[config.mk]
export PLATFORM = sky130hd
export DESIGN_NAME = nand_phase_seq
export DESIGN_NICKNAME = d
export VERILOG_FILES = /design/src/rtl/nand_seq_pkg.sv /design/src/rtl/nand_seq_ctrl.sv /design/src/rtl/nand_seq_dp.sv /design/src/rtl/nand_phase_seq.sv
export SDC_FILE = /design/constraint.sdc
export NUM_CORES = 1
export LEC_CHECK = 0
export BUFFER_PORTS_ARGS = -buffer_cell sky130_fd_sc_hd__buf_2
export CAP_MARGIN = 10
export CORE_ASPECT_RATIO = 0.7
export CORE_UTILIZATION = 54
export DETAILED_ROUTE_END_ITERATION = 8
export PLACE_DENSITY = 0.95
export SLEW_MARGIN = 25
export SYNTH_ARGS = -nofsm -noshare
export SYNTH_HDL_FRONTEND = slang
export SYNTH_HIERARCHICAL = 1
export SYNTH_SLANG_ARGS = --single-unit
export TNS_END_PERCENT = 10
[constraint.sdc]
create_clock -name clk -period 8.6 [get_ports clk]
set_input_delay 2.58 -clock clk [delete_from_list [all_inputs] [get_ports clk]]
set_output_delay 2.58 -clock clk [all_outputs]
set_load 0.03 [all_outputs]
[src/rtl/nand_seq_pkg.sv]
package nand_seq_pkg;
  typedef enum logic [1:0] {PH_CMD1, PH_ADDR, PH_CMD2, PH_DATA} phase_e;
  typedef enum logic [2:0] {S_IDLE, S_SETUP, S_WLOW, S_WHIGH, S_RLOW, S_RHIGH, S_BSYLO, S_BSYHI} state_e;
  typedef struct packed {
    logic   clrResp;
    logic   capture;
    phase_e phase;
    logic [2:0] idx;
  } strobe_t;
endpackage

[src/rtl/nand_seq_ctrl.sv]
module nand_seq_ctrl
  import nand_seq_pkg::*;
#(
  parameter int TW  = 4,
  parameter int TOW = 16
) (
  input  logic            clk,
  input  logic            rstN,
  input  logic            go,
  input  logic            enCmd1,
  input  logic            enAddr,
  input  logic            enData,
  input  logic            enCmd2,
  input  logic            afterData,
  input  logic            dataRx,
  input  logic [2:0]      addrCnt,
  input  logic [1:0]      xferSize,
  input  logic [5*TW-1:0] timing,
  input  logic [TOW-1:0]  timeoutLim,
  input  logic            doneClr,
  input  logic            rdySync,
  output logic            busy,
  output logic            done,
  output logic            timeoutErr,
  output logic            ceN,
  output logic            cle,
  output logic            ale,
  output logic            weN,
  output logic            reN,
  output logic            ioOe,
  output strobe_t         strb
);
  state_e st, stN;
  logic [1:0] step, stepN;
  logic [2:0] idx, idxN;
  logic [TW-1:0] cnt, cntN;
  logic [TOW-1:0] toCnt, toN;
  logic [3:0] stepEn;
  logic firstOk, nxtOk, doneSet, errSet, errClr, clr, cap;
  logic [1:0] firstStep, nxtStep;
  logic [TW-1:0] suL, wpL, whL, rpL, rehL;
  phase_e curPhase;
  logic byteLast, isRead;

  function automatic phase_e phaseAt(input logic [1:0] s, input logic aft);
    case (s)
      2'd0:    return PH_CMD1;
      2'd1:    return PH_ADDR;
      2'd2:    return aft ? PH_DATA : PH_CMD2;
      default: return aft ? PH_CMD2 : PH_DATA;
    endcase
  endfunction

  function automatic logic [TW-1:0] minus1(input logic [TW-1:0] v);
    return (v == '0) ? '0 : v - 1'b1;
  endfunction

  always_comb begin
    suL  = minus1(timing[0*TW +: TW]);
    wpL  = minus1(timing[1*TW +: TW]);
    whL  = minus1(timing[2*TW +: TW]);
    rpL  = minus1(timing[3*TW +: TW]);
    rehL = minus1(timing[4*TW +: TW]);
  end

  always_comb begin
    for (int s = 0; s < 4; s++) begin
      case (phaseAt(2'(s), afterData))
        PH_CMD1: stepEn[s] = enCmd1;
        PH_ADDR: stepEn[s] = enAddr;
        PH_CMD2: stepEn[s] = enCmd2;
        default: stepEn[s] = enData;
      endcase
    end
  end

  always_comb begin
    firstOk = 1'b0; firstStep = 2'd0; nxtOk = 1'b0; nxtStep = 2'd0;
    for (int s = 3; s >= 0; s--) begin
      if (stepEn[s]) begin
        firstOk = 1'b1; firstStep = 2'(s);
      end
      if (stepEn[s] && s > int'(step)) begin
        nxtOk = 1'b1; nxtStep = 2'(s);
      end
    end
  end

  assign curPhase = phaseAt(step, afterData);
  assign isRead   = (curPhase == PH_DATA) && dataRx;
  always_comb begin
    case (curPhase)
      PH_ADDR: byteLast = (idx == addrCnt);
      PH_DATA: byteLast = (idx == {1'b0, xferSize});
      default: byteLast = 1'b1;
    endcase
  end

  always_comb begin
    logic byteDone, advance, doLaunch, finish;
    logic [1:0] launchStep;
    stN = st; stepN = step; idxN = idx; cntN = cnt; toN = toCnt;
    doneSet = 1'b0; errSet = 1'b0; errClr = 1'b0; clr = 1'b0; cap = 1'b0;
    byteDone = 1'b0; advance = 1'b0; doLaunch = 1'b0; finish = 1'b0;
    launchStep = nxtStep;
    case (st)
      S_IDLE: if (go) begin
        clr = 1'b1; errClr = 1'b1;
        if (firstOk) begin doLaunch = 1'b1; launchStep = firstStep; end
        else finish = 1'b1;
      end
      S_SETUP: if (cnt == '0) begin stN = S_WLOW; cntN = wpL; end else cntN = cnt - 1'b1;
      S_WLOW:  if (cnt == '0) begin stN = S_WHIGH; cntN = whL; end else cntN = cnt - 1'b1;
      S_WHIGH: if (cnt == '0) byteDone = 1'b1; else cntN = cnt - 1'b1;
      S_RLOW:  if (cnt == '0) begin cap = 1'b1; stN = S_RHIGH; cntN = rehL; end else cntN = cnt - 1'b1;
      S_RHIGH: if (cnt == '0) byteDone = 1'b1; else cntN = cnt - 1'b1;
      S_BSYLO, S_BSYHI: begin
        toN = toCnt + 1'b1;
        if (toCnt == timeoutLim) begin errSet = 1'b1; finish = 1'b1; end
        else if (st == S_BSYLO && !rdySync) stN = S_BSYHI;
        else if (st == S_BSYHI && rdySync) advance = 1'b1;
      end
      default: stN = S_IDLE;
    endcase
    if (byteDone) begin
      if (!byteLast) begin
        idxN = idx + 1'b1;
        stN  = isRead ? S_RLOW : S_SETUP;
        cntN = isRead ? rpL : suL;
      end else if (curPhase == PH_CMD2) begin
        stN = S_BSYLO; toN = '0;
      end else advance = 1'b1;
    end
    if (advance) begin
      if (nxtOk) doLaunch = 1'b1; else finish = 1'b1;
    end
    if (doLaunch) begin
      stepN = launchStep; idxN = '0;
      if (phaseAt(launchStep, afterData) == PH_DATA && dataRx) begin
        stN = S_RLOW; cntN = rpL;
      end else begin
        stN = S_SETUP; cntN = suL;
      end
    end
    if (finish) begin stN = S_IDLE; doneSet = 1'b1; end
  end

  always_ff @(posedge clk or negedge rstN) begin
    if (!rstN) begin
      st <= S_IDLE; step <= '0; idx <= '0; cnt <= '0; toCnt <= '0;
      done <= 1'b0; timeoutErr <= 1'b0;
    end else begin
      st <= stN; step <= stepN; idx <= idxN; cnt <= cntN; toCnt <= toN;
      if (doneSet) done <= 1'b1; else if (doneClr) done <= 1'b0;
      if (errSet) timeoutErr <= 1'b1; else if (errClr) timeoutErr <= 1'b0;
    end
  end

  logic wrState;
  assign wrState = (st == S_SETUP) || (st == S_WLOW) || (st == S_WHIGH);
  assign busy = (st != S_IDLE);
  assign ceN  = !busy;
  assign cle  = wrState && (curPhase == PH_CMD1 || curPhase == PH_CMD2);
  assign ale  = wrState && (curPhase == PH_ADDR);
  assign weN  = (st != S_WLOW);
  assign reN  = (st != S_RLOW);
  assign ioOe = wrState;
  assign strb = '{clrResp: clr, capture: cap, phase: curPhase, idx: idx};
endmodule

[src/rtl/nand_seq_dp.sv]
module nand_seq_dp
  import nand_seq_pkg::*;
#(
  parameter int HI_W  = 8,
  parameter int LANES = 4
) (
  input  logic              clk,
  input  logic              rstN,
  input  strobe_t           strb,
  input  logic [7:0]        cmd1,
  input  logic [7:0]        cmd2,
  input  logic [31:0]       addrLo,
  input  logic [HI_W-1:0]   addrHi,
  input  logic [8*LANES-1:0] txData,
  input  logic [7:0]        ioIn,
  input  logic              rbN,
  output logic [7:0]        ioOut,
  output logic [8*LANES-1:0] resp,
  output logic              rdySync
);
  localparam int AALL_W = 64;
  logic [AALL_W-1:0] addrAll;
  logic rbMeta;

  assign addrAll = AALL_W'({addrHi, addrLo});

  always_comb begin
    case (strb.phase)
      PH_CMD1: ioOut = cmd1;
      PH_CMD2: ioOut = cmd2;
      PH_ADDR: ioOut = addrAll[strb.idx*8 +: 8];
      default: ioOut = txData[strb.idx[$clog2(LANES)-1:0]*8 +: 8];
    endcase
  end

  for (genvar g = 0; g < LANES; g++) begin : g_lane
    always_ff @(posedge clk or negedge rstN) begin
      if (!rstN) resp[g*8 +: 8] <= '0;
      else if (strb.clrResp) resp[g*8 +: 8] <= '0;
      else if (strb.capture && strb.idx == 3'(g)) resp[g*8 +: 8] <= ioIn;
    end
  end

  always_ff @(posedge clk or negedge rstN) begin
    if (!rstN) begin rbMeta <= 1'b1; rdySync <= 1'b1; end
    else begin rbMeta <= rbN; rdySync <= rbMeta; end
  end
endmodule

[src/rtl/nand_phase_seq.sv]
module nand_phase_seq
  import nand_seq_pkg::*;
#(
  parameter int TW  = 4,
  parameter int TOW = 16
) (
  input  logic            clk,
  input  logic            rstN,
  input  logic            go,
  input  logic            enCmd1,
  input  logic            enAddr,
  input  logic            enData,
  input  logic            enCmd2,
  input  logic            afterData,
  input  logic            dataRx,
  input  logic [2:0]      addrCnt,
  input  logic [1:0]      xferSize,
  input  logic [7:0]      cmd1,
  input  logic [7:0]      cmd2,
  input  logic [31:0]     addrLo,
  input  logic [7:0]      addrHi,
  input  logic [31:0]     txData,
  input  logic [5*TW-1:0] timing,
  input  logic [TOW-1:0]  timeoutLim,
  input  logic            doneClr,
  output logic            busy,
  output logic            done,
  output logic            timeoutErr,
  output logic            devReady,
  output logic [31:0]     resp,
  output logic            ceN,
  output logic            cle,
  output logic            ale,
  output logic            weN,
  output logic            reN,
  output logic [7:0]      ioOut,
  output logic            ioOe,
  input  logic [7:0]      ioIn,
  input  logic            rbN
);
  strobe_t strb;

  nand_seq_ctrl #(.TW(TW), .TOW(TOW)) u_ctrl (
    .clk(clk), .rstN(rstN), .go(go), .enCmd1(enCmd1), .enAddr(enAddr),
    .enData(enData), .enCmd2(enCmd2), .afterData(afterData), .dataRx(dataRx),
    .addrCnt(addrCnt), .xferSize(xferSize), .timing(timing),
    .timeoutLim(timeoutLim), .doneClr(doneClr), .rdySync(devReady),
    .busy(busy), .done(done), .timeoutErr(timeoutErr), .ceN(ceN), .cle(cle),
    .ale(ale), .weN(weN), .reN(reN), .ioOe(ioOe), .strb(strb)
  );

  nand_seq_dp #(.HI_W(8), .LANES(4)) u_dp (
    .clk(clk), .rstN(rstN), .strb(strb), .cmd1(cmd1), .cmd2(cmd2),
    .addrLo(addrLo), .addrHi(addrHi), .txData(txData), .ioIn(ioIn),
    .rbN(rbN), .ioOut(ioOut), .resp(resp), .rdySync(devReady)
  );
endmodule

==> results.ini, run 1 <==
[synth]
synth_nets = 757
syn_area_sq_mm = 0.00497
ys_warn_count = 6
syn_inst = 600
synthArstFlopShare_pct = 100
synth_ff_type = dfrtp_1
yosysSeqAreaShare_pct = 32.3
synth_edf_count = 0
synthDistinctLibCells = 69
ys_ff_latch = 64
syn_area_per_cell_sq_um = 8.29

[finish]
syn_to_final_growth_pct = 25.1
final_nets = 931
fin_cells = 899
drive_above_1_share_pct = 31.1
antennaDiodeCount = 0

[timing]
final_hold_viol_count = 0
rsz0062_at_grt = no
finalCritPeriodShare_pct = 79.6
setup_tns_ns = 0
drv_slew = 0
period_minus_slack_ns = 6.84
max_slew_margin_pct = 32.1
skew_ns = 0.00622
hold_slack_ns = 0.359
finalSetupViolCount = 0
fmax_mhz = 146
tightest_slew_ns = 1.02

[cts]
postCtsSetupBuffers = 0
cts_buffer_depth = 2
cts_tree = built
clockRootBuffer = clkbuf_16
htreeDepth = 3
clock-sinks = 64
clkTransAtPathRegs_ns = 0.05
numCtsBuffers = 9
cts_resized = 0
holdBufCountCts = 0
insertion_delay_ns = 0.33

[route]
drtPass1Iterations = 5
drc = 0
drtIter0Drc = 745
wire_per_inst_um = 16.9
drt_wl_total_um = 15200
drtAntennaViolNets = 0
via_per_inst = 5.91
dr_total_vias = 5312

[global_routing]
grt_max_degree = 65
grt_pass1_vias = 4890
overflow = 0
grt_use_total_pct = 31.7
antenna_found_initial = 1
grt_pass1_wl_um = 23500

[floorplan]
rows = 28
dieArea_sq_mm = 0.00960
core_area_sq_mm = 0.00869
ioPinCount = 198
die_h_um = 82.3
die-width_um = 117
start_util_pct = 57.2

[setup_path]
critical_path_required_ns = 6.02
critPathCaptureType = output pin
path_max_fanout = 15
crit_type = in -> out
cp.arrival_ns = 4.26
critPathLaunchType = input port

[place]
place.gp.congestion = 0.908
port_buffers = 197
dp_cells = 883
hpwl_um = 11600

[power_and_ir_drop]
p_leak_nw = 2.96
power.density_mw_per_mm2 = 267
worst_ir_drop_vdd_v = 0.000231

[job]
cap_viol_max_count = 0

[hold_path]
hold_class = reg -> reg

[run_status]
status = completed

==> cell families after synthesis <==
group | after synthesis | synth area share [%]
xor+xnor | 46 | 8.10
buf+inv | 72 | 7.07
flops | 64 | 32.3
mux | 44 | 8.86
fa+ha+maj | 9 | 2.26
simple gates | 226 | 23.5
compound gates | 139 | 18.0
==> path summary, 6_finish.rpt <==
kind / end / slack (ns) / startpoint / cells past startpoint
max in group asynchronous: u_ctrl/idx[1] / 5.54 / rstN / 2
setup / recovery: ioOut[0] / 1.76 / afterData / 8
setup reg to reg: u_ctrl/cnt[2] / 5.13 / u_ctrl/st[2] / 8
hold / removal: u_dp/rdySync / 0.36 / u_dp/rbMeta / 0
hold reg to reg: u_dp/rdySync / 0.36 / u_dp/rbMeta / 0
min in group asynchronous: u_ctrl/toCnt[10] / 2.42 / rstN / 2
==> synth_stat cells, types with 9 or more instances <==
cell type  number  area, sq um
clkbuf_1       15         56.3
dfrtp_1        62         1550
nor2_1         59          221
nand3_1        16         80.1
a21oi_1        49          245
xor2_1         14          123
mux2i_1        44          440
nand2_1        76          285
xnor2_1        32          280
o21ai_0        31          155
buf_4          11         82.6
ha_1            9          113
a32o_1          9         90.1
inv_1          34          128
o221ai_1        9         78.8
==> worst max-delay path, stage by stage <==
cell,delay [ns]
buf_2,0.21
nand2_1,0.10
xnor2_1,0.16
buf_4,0.19
or2_2,0.36
o21ai_0,0.23
a32o_1,0.22
buf_2,0.21
==> sequential cells by signal, summed over array words and instances, names as in the netlist <==
name,count
u_ctrl/cnt,4
u_dp/resp,32
u_ctrl/idx,3
u_ctrl/step,2
u_ctrl/toCnt,16
u_ctrl/st,3
u_dp/rbMeta,1
u_dp/rdySync,1
u_ctrl/done,1
u_ctrl/timeoutErr,1
==> cell usage in the layout (no fill, tap or decap), types with 3 or more instances in the layout <==
| cell type | n |
|---|---|
| buf_2 | 197 |
| nand2_1 | 76 |
| dfrtp_1 | 61 |
| nor2_1 | 58 |
| a21oi_1 | 49 |
| mux2i_1 | 44 |
| inv_1 | 34 |
| xnor2_1 | 32 |
| o21ai_0 | 31 |
| nand3_1 | 16 |
| xor2_1 | 14 |
| clkbuf_16 | 9 |
| o221ai_1 | 9 |
| a32o_1 | 9 |
| ha_1 | 9 |
| nor3_1 | 8 |
| or4bb_1 | 8 |
| nand4_1 | 6 |
| o22ai_1 | 6 |
| or3_1 | 5 |
| or2_2 | 5 |
| nor4_1 | 5 |
| nand2b_1 | 5 |
| buf_4 | 4 |
| or3b_2 | 4 |
| a211oi_1 | 4 |
| clkinv_2 | 3 |
| nor2b_1 | 3 |
| a31oi_1 | 3 |
| a21o_2 | 3 |
| nor3b_1 | 3 |
| a21o_1 | 3 |
| and2_1 | 3 |
==> per-stage QoR <==
stage	cell area [sq um]	utilization, %	power (mW)	setup WS [ns]
floorplan	4970	-	1.07	1.98
global placement	5930	68.2	1.27	1.86
detailed placement	5930	68.3	1.29	1.77
CTS	6220	71.6	1.65	1.77
global route	6220	71.6	1.76	1.62
finish	6220	71.6	1.66	1.76
==> metal layers <==
layer | GRT usage (%) | share of wire [%] | vias to the layer above
met2 | 54.2 | 48 | 315
met4 | 10.5 | 2.3 | 2
met1 | 40.8 | 42 | 2480
met3 | 5.99 | 8.4 | 46
li1 | - | - | 2469
met5 | 0 | 0.066 | -
==> layout make-up <==
type                    instances  area (sq um)
well taps                     120           150
clock buffers                  10           229
multi-input cells             464          3030
repair buffers                201          1020
inverters                      34           128
fillers                       686          2470
flip-flops and latches         64          1610
clock inverters                 6          60.1
==> where the power goes <==
| group | internal, mW | switching [mW] | total (mW) |
|---|---|---|---|
| clock | 0.222 | 0.129 | 0.352 |
| sequential | 0.360 | 0.103 | 0.463 |
| combinational | 0.312 | 0.535 | 0.847 |
| total | 0.894 | 0.767 | 1.66 |
No activity file was read; power rests on OpenSTA's default activity.
==> run 2: changes to the inputs <==
- CORE_UTILIZATION: 54 -> 50
- PLACE_DENSITY: 0.95 -> 0.9
- clock period: 8.6 -> 7.2 ns (I/O delays scaled with it)
==> results.ini, run 2 (synthesized netlist as in run 1, its figures left out) <==
[setup_path]
crit_path_start = afterData
crit_type = in -> out
cp.arrival_ns = 4.09  ; -0.17 ns
critPathLaunchType = input port
critPathCapture = ioOut[5]
r2r_end = u_ctrl/cnt[0]
critical_path_required_ns = 5.04  ; -0.98 ns
path_max_fanout = 13  ; -2
r2r_start = u_ctrl/st[2]
worstRegToRegCells = 8  ; unchanged
critPathCaptureType = output pin
reg2reg_slack_ns = 3.73  ; -1.40 ns

[floorplan]
dieArea_sq_mm = 0.0104  ; +7.8%
rows = 30  ; +7.1%
ioPinCount = 198  ; unchanged
core_area_sq_mm = 0.00968  ; +11%
die_h_um = 85.4  ; +3.8%
start_util_pct = 51.3  ; -5.9 points
die-width_um = 121  ; +3.9%

[power_and_ir_drop]
finalPower_mw = 2.03  ; +22%
p_leak_nw = 2.98  ; +0.89%
worst_ir_drop_vdd_v = 0.000255  ; +10%
power.density_mw_per_mm2 = 323  ; +21%

[place]
port_buffers = 197  ; unchanged
hpwl_um = 10900  ; -5.5%
place_area_sq_mm = 0.00595  ; +0.30%
place.gp.congestion = 0.959  ; +5.6%
pre_cts_ws_ns = 1.01  ; -0.766 ns

[timing]
finalCritPeriodShare_pct = 86.9
final_hold_viol_count = 0  ; unchanged
max_slew_margin_pct = 37.1  ; +5.0 points
skew_ns = 0.00878  ; +0.00256 ns
drv_slew = 0  ; unchanged
rsz0062_at_grt = no
setup_tns_ns = 0  ; unchanged
period_minus_slack_ns = 6.25
finalSetupViolCount = 0  ; unchanged
postLayoutSetupSlackWorst_ns = 0.946  ; -0.810 ns
tightest_slew_ns = 0.943  ; -0.0745 ns
fmax_mhz = 160

[cts]
cts_tree = built
cts_resized = 0  ; unchanged
htreeDepth = 3  ; unchanged
clkTransAtPathRegs_ns = 0.05  ; about the same
clock-sinks = 64  ; unchanged
postCtsSetupBuffers = 0  ; unchanged
cts_buffer_depth = 2  ; unchanged
holdBufCountCts = 0  ; unchanged
clockRootBuffer = clkbuf_16
insertion_delay_ns = 0.33  ; about the same
numCtsBuffers = 9  ; unchanged

[finish]
final_cell_area_sq_mm = 0.00628  ; +0.92%
antennaDiodeCount = 0  ; unchanged
final_nets = 932  ; +0.11%
syn_to_final_growth_pct = 26.3
final_common_cell = buf_2
top_regs = u_dp/resp (32), u_ctrl/toCnt (16), u_ctrl/cnt (4)
mostFrequentLayoutCells = 197 x buf_2, 76 x nand2_1, 61 x dfrtp_1, 58 x nor2_1, 49 x a21oi_1
largest_reg_flops = 32  ; unchanged
top_register = u_dp/resp
final_util_pct = 64.8  ; -6.8 points
drive_above_1_share_pct = 31.3  ; +0.22 points

[global_routing]
grt_use_total_pct = 27.7  ; -4.0 points
grt_max_degree = 65  ; unchanged
grt_pass1_vias = 4664  ; -4.6%
overflow = 0  ; unchanged
grt_pass1_wl_um = 22500  ; -4.2%
antenna_found_initial = 0  ; -1

[route]
drtAntennaViolNets = 0  ; unchanged
drt_wl_total_um = 14500  ; -4.3%
dr_total_vias = 5210  ; -1.9%
via_per_inst = 5.74  ; -2.9%
drtIter0Drc = 406  ; -46%
wire_per_inst_um = 16.0  ; -5.2%
drtPass1Iterations = 5  ; unchanged
drc = 0  ; unchanged

[job]
cap_viol_max_count = 0  ; unchanged

[run_status]
status = completed

[hold_path]
hold_class = reg -> reg

run 2: cell count changes in the layout (fill, tap and decap cells not counted):
cell	change
clkinv_4	+1
dfrtp_4	-1
bufinv_16	+1
clkinv_2	-1
clkinv_1	+1
inv_1	-1
dfrtp_2	+1
clkbuf_8	+2
clkinvlp_4	-2
buf_4	+1
clkbuf_1	-1
run 2: worst min-delay path by stage:
| stage | slack (ns) | to | cells after the start | from |
|---|---|---|---|---|
| 2_1_floorplan | 0.35 | u_dp/rdySync | 0 | u_dp/rbMeta |
| 3_3_place_gp | 0.35 | u_dp/rdySync | 0 | u_dp/rbMeta |
| 3_5_place_dp | 0.35 | u_dp/rdySync | 0 | u_dp/rbMeta |
| 4_1_cts | 0.36 | u_dp/rdySync | 0 | u_dp/rbMeta |
| 5_1_grt | 0.36 | u_dp/rdySync | 0 | u_dp/rbMeta |
| 6_report | 0.36 | u_dp/rdySync | 0 | u_dp/rbMeta |
run 2: final cells by class:
class / instances / area [sq um]
clock buffer: 11 / 253
clock inverter: 5 / 78.8
fill: 829 / 3400
inverter: 34 / 128
multi-input combinational: 464 / 3030
sequential: 64 / 1610
tap: 128 / 160
timing repair buffer: 202 / 1020
run 2: routing by layer:
layer	vias to the layer above	GRT usage [%]	part of all wire [%]
met2	259	46.7	48
met3	15	5.98	8.3
li1	2483	-	-
met5	-	0	0
met4	0	6.29	0.84
met1	2453	36.5	43
run 2: worst max-delay path, stage by stage:
cell	delay (ns)
buf_2	0.20
nand2_1	0.09
xnor2_1	0.69
nand2b_1	0.38
a21oi_1	0.22
a32o_1	0.16
buf_2	0.20
run 2: where the power goes:
group          total [mW]  internal, mW  switching (mW)
Sequential          0.545         0.429           0.116
Clock               0.476         0.321           0.155
Combinational        1.01         0.372           0.635
Total                2.03          1.12           0.906
run 2: stage by stage:
step | instances | hold WS, ns
floorplan | 600 | 0.345
global placement | 892 | 0.345
detailed placement | 892 | 0.351
CTS | 908 | 0.358
global route | 908 | 0.360
finish | 908 | 0.357
==> run 3: changes to the inputs <==
- CORE_UTILIZATION: 50 -> 54
- PLACE_DENSITY: 0.9 -> 0.95
- clock period: 7.2 -> 7.26 ns (I/O delays scaled with it)
==> results.ini, run 3 (synthesized netlist as in run 1, its figures left out) <==
[place]
port_buffers = 197  ; unchanged
place_area_sq_mm = 0.00593  ; -0.29%
place.gp.congestion = 0.900  ; -6.2%
hpwl_um = 11600  ; +6.3%

[route]
wl_met3_um = 1270  ; +5.7%
wire_per_inst_um = 17.0  ; +5.9%
dr_total_vias = 5253  ; +0.83%
drtAntennaViolNets = 0  ; unchanged
wl_met2_um = 7380  ; +6.5%
wl_met1_um = 6280  ; unchanged
drtIter0Drc = 495  ; +22%
drt_wl_total_um = 15300  ; +5.0%
via_per_inst = 5.84  ; +1.7%
drtPass1Iterations = 5  ; unchanged
highest_layer = met4
drc = 0  ; unchanged

[finish]
top_register = u_dp/resp
final_cell_area_sq_mm = 0.00628  ; about the same
final_util_pct = 72.3  ; +7.4 points
top_regs = u_dp/resp (32), u_ctrl/toCnt (16), u_ctrl/cnt (4)
drive_above_1_share_pct = 31.2  ; -0.088 points
syn_to_final_growth_pct = 26.3  ; about the same
n_fill_cell = 642  ; -23%
final_nets = 931  ; -0.11%
ff_latch_area_sq_mm = 0.00161  ; +0.16%
multi_input_area_sq_mm = 0.00303  ; unchanged
mostFrequentLayoutCells = 197 x buf_2, 76 x nand2_1, 61 x dfrtp_1, 58 x nor2_1, 49 x a21oi_1
largest_reg_flops = 32  ; unchanged
final_common_cell = buf_2

[cts]
clockRootBuffer = clkbuf_16
holdBufCountCts = 0  ; unchanged
cts_tree = built
clock-sinks = 64  ; unchanged
cts_resized = 0  ; unchanged
clkTransAtPathRegs_ns = 0.05  ; about the same
numCtsBuffers = 9  ; unchanged
postCtsSetupBuffers = 0  ; unchanged
insertion_delay_ns = 0.33  ; about the same
cts_buffer_depth = 2  ; unchanged
htreeDepth = 3  ; unchanged

[hold_path]
min_path_cells = 0  ; unchanged
min_to = u_dp/rdySync
hold_class = reg -> reg
hold_path.startpoint = u_dp/rbMeta

[global_routing]
overflow = 0  ; unchanged
antenna_found_initial = 0  ; unchanged
grt_max_degree = 65  ; unchanged
grt_use_total_pct = 31.4  ; +3.6 points
grt_pass1_wl_um = 23000  ; +2.4%
grt_pass1_vias = 4778  ; +2.4%

[setup_path]
crit_type = in -> out
path_max_fanout = 15  ; +2
cp.arrival_ns = 3.90  ; -0.19 ns
r2r_end = u_ctrl/cnt[0]
worstRegToRegCells = 8  ; unchanged
reg2reg_slack_ns = 3.88  ; +0.15 ns
critPathCaptureType = output pin
critPathLaunchType = input port
critical_path_required_ns = 5.08  ; +0.04 ns
r2r_start = u_ctrl/st[2]

[timing]
period_minus_slack_ns = 6.08
tightest_slew_ns = 1.02  ; +0.0764 ns
setup_tns_ns = 0  ; unchanged
max_slew_margin_pct = 32.0  ; -5.2 points
rsz0062_at_grt = no
skew_ns = 0.00819  ; -0.000590 ns
final_hold_viol_count = 0  ; unchanged
hold_slack_ns = 0.355  ; -0.00191 ns
finalCritPeriodShare_pct = 83.8
finalSetupViolCount = 0  ; unchanged
fmax_mhz = 164
drv_slew = 0  ; unchanged

[floorplan]
core_area_sq_mm = 0.00869  ; -10%
dieArea_sq_mm = 0.00960  ; -7.3%
start_util_pct = 57.2  ; +5.9 points
ioPinCount = 198  ; unchanged
die_h_um = 82.3  ; -3.7%
die-width_um = 117  ; -3.7%
rows = 28  ; -6.7%

[run_status]
status = completed

[power_and_ir_drop]
power.density_mw_per_mm2 = 326  ; +0.93%
worst_ir_drop_vdd_v = 0.000242  ; -5.0%
p_leak_nw = 2.98  ; about the same

[job]
cap_viol_max_count = 0  ; unchanged

run 3: area by class of cell:
class / instances / area share, %
Multi-Input combinational cell: 464 / 48.3
Sequential cell: 64 / 25.6
Timing Repair Buffer: 201 / 16.2
Clock buffer: 9 / 3.59
Tap cell: 120 / 2.39
Inverter: 34 / 2.03
Clock inverter: 7 / 1.91
Antenna cell: 1 / 0.0398
run 3: how the worst max path moves through the flow:
stage              start  slack [ns]  endpoint
6_report       afterData        1.18  ioOut[0]
2_1_floorplan  afterData        1.44  ioOut[0]
4_1_cts        afterData        1.22  ioOut[0]
3_3_place_gp   afterData        1.34  ioOut[3]
5_1_grt        afterData        1.05  ioOut[0]
3_5_place_dp   afterData        1.22  ioOut[0]
run 3: power by group:
part / leakage [nW] / internal, mW / switching (mW)
combinational: 1.96 / 0.370 / 0.631
sequential: 0.861 / 0.426 / 0.125
clock: 0.166 / 0.336 / 0.161
total: 2.98 / 1.13 / 0.917
run 3: critical path, stage by stage:
cell and delay [ns]:
buf_2 0.20, nand2_1 0.10, xnor2_1 0.17, buf_4 0.20, or2_2 0.36, o21ai_0 0.26
a32o_1 0.22, buf_2 0.20
run 3: through the flow:
| stage | std cells | power [mW] | worst slack (ns) |
|---|---|---|---|
| 6_report | 900 | 2.05 | 1.18 |
| 5_1_grt | 899 | 2.16 | 1.05 |
| 4_1_cts | 899 | 2.04 | 1.22 |
| 3_5_place_dp | 883 | 1.53 | 1.22 |
| 3_3_place_gp | 883 | 1.49 | 1.34 |
| 2_1_floorplan | 600 | 1.27 | 1.44 |
run 3: routing by layer:
| layer | vias to the layer above | GRT usage, % |
|---|---|---|
| met5 | - | 0 |
| met4 | 0 | 10.3 |
| met3 | 43 | 6.28 |
| met2 | 294 | 53.9 |
| met1 | 2446 | 39.9 |
| li1 | 2470 | - |
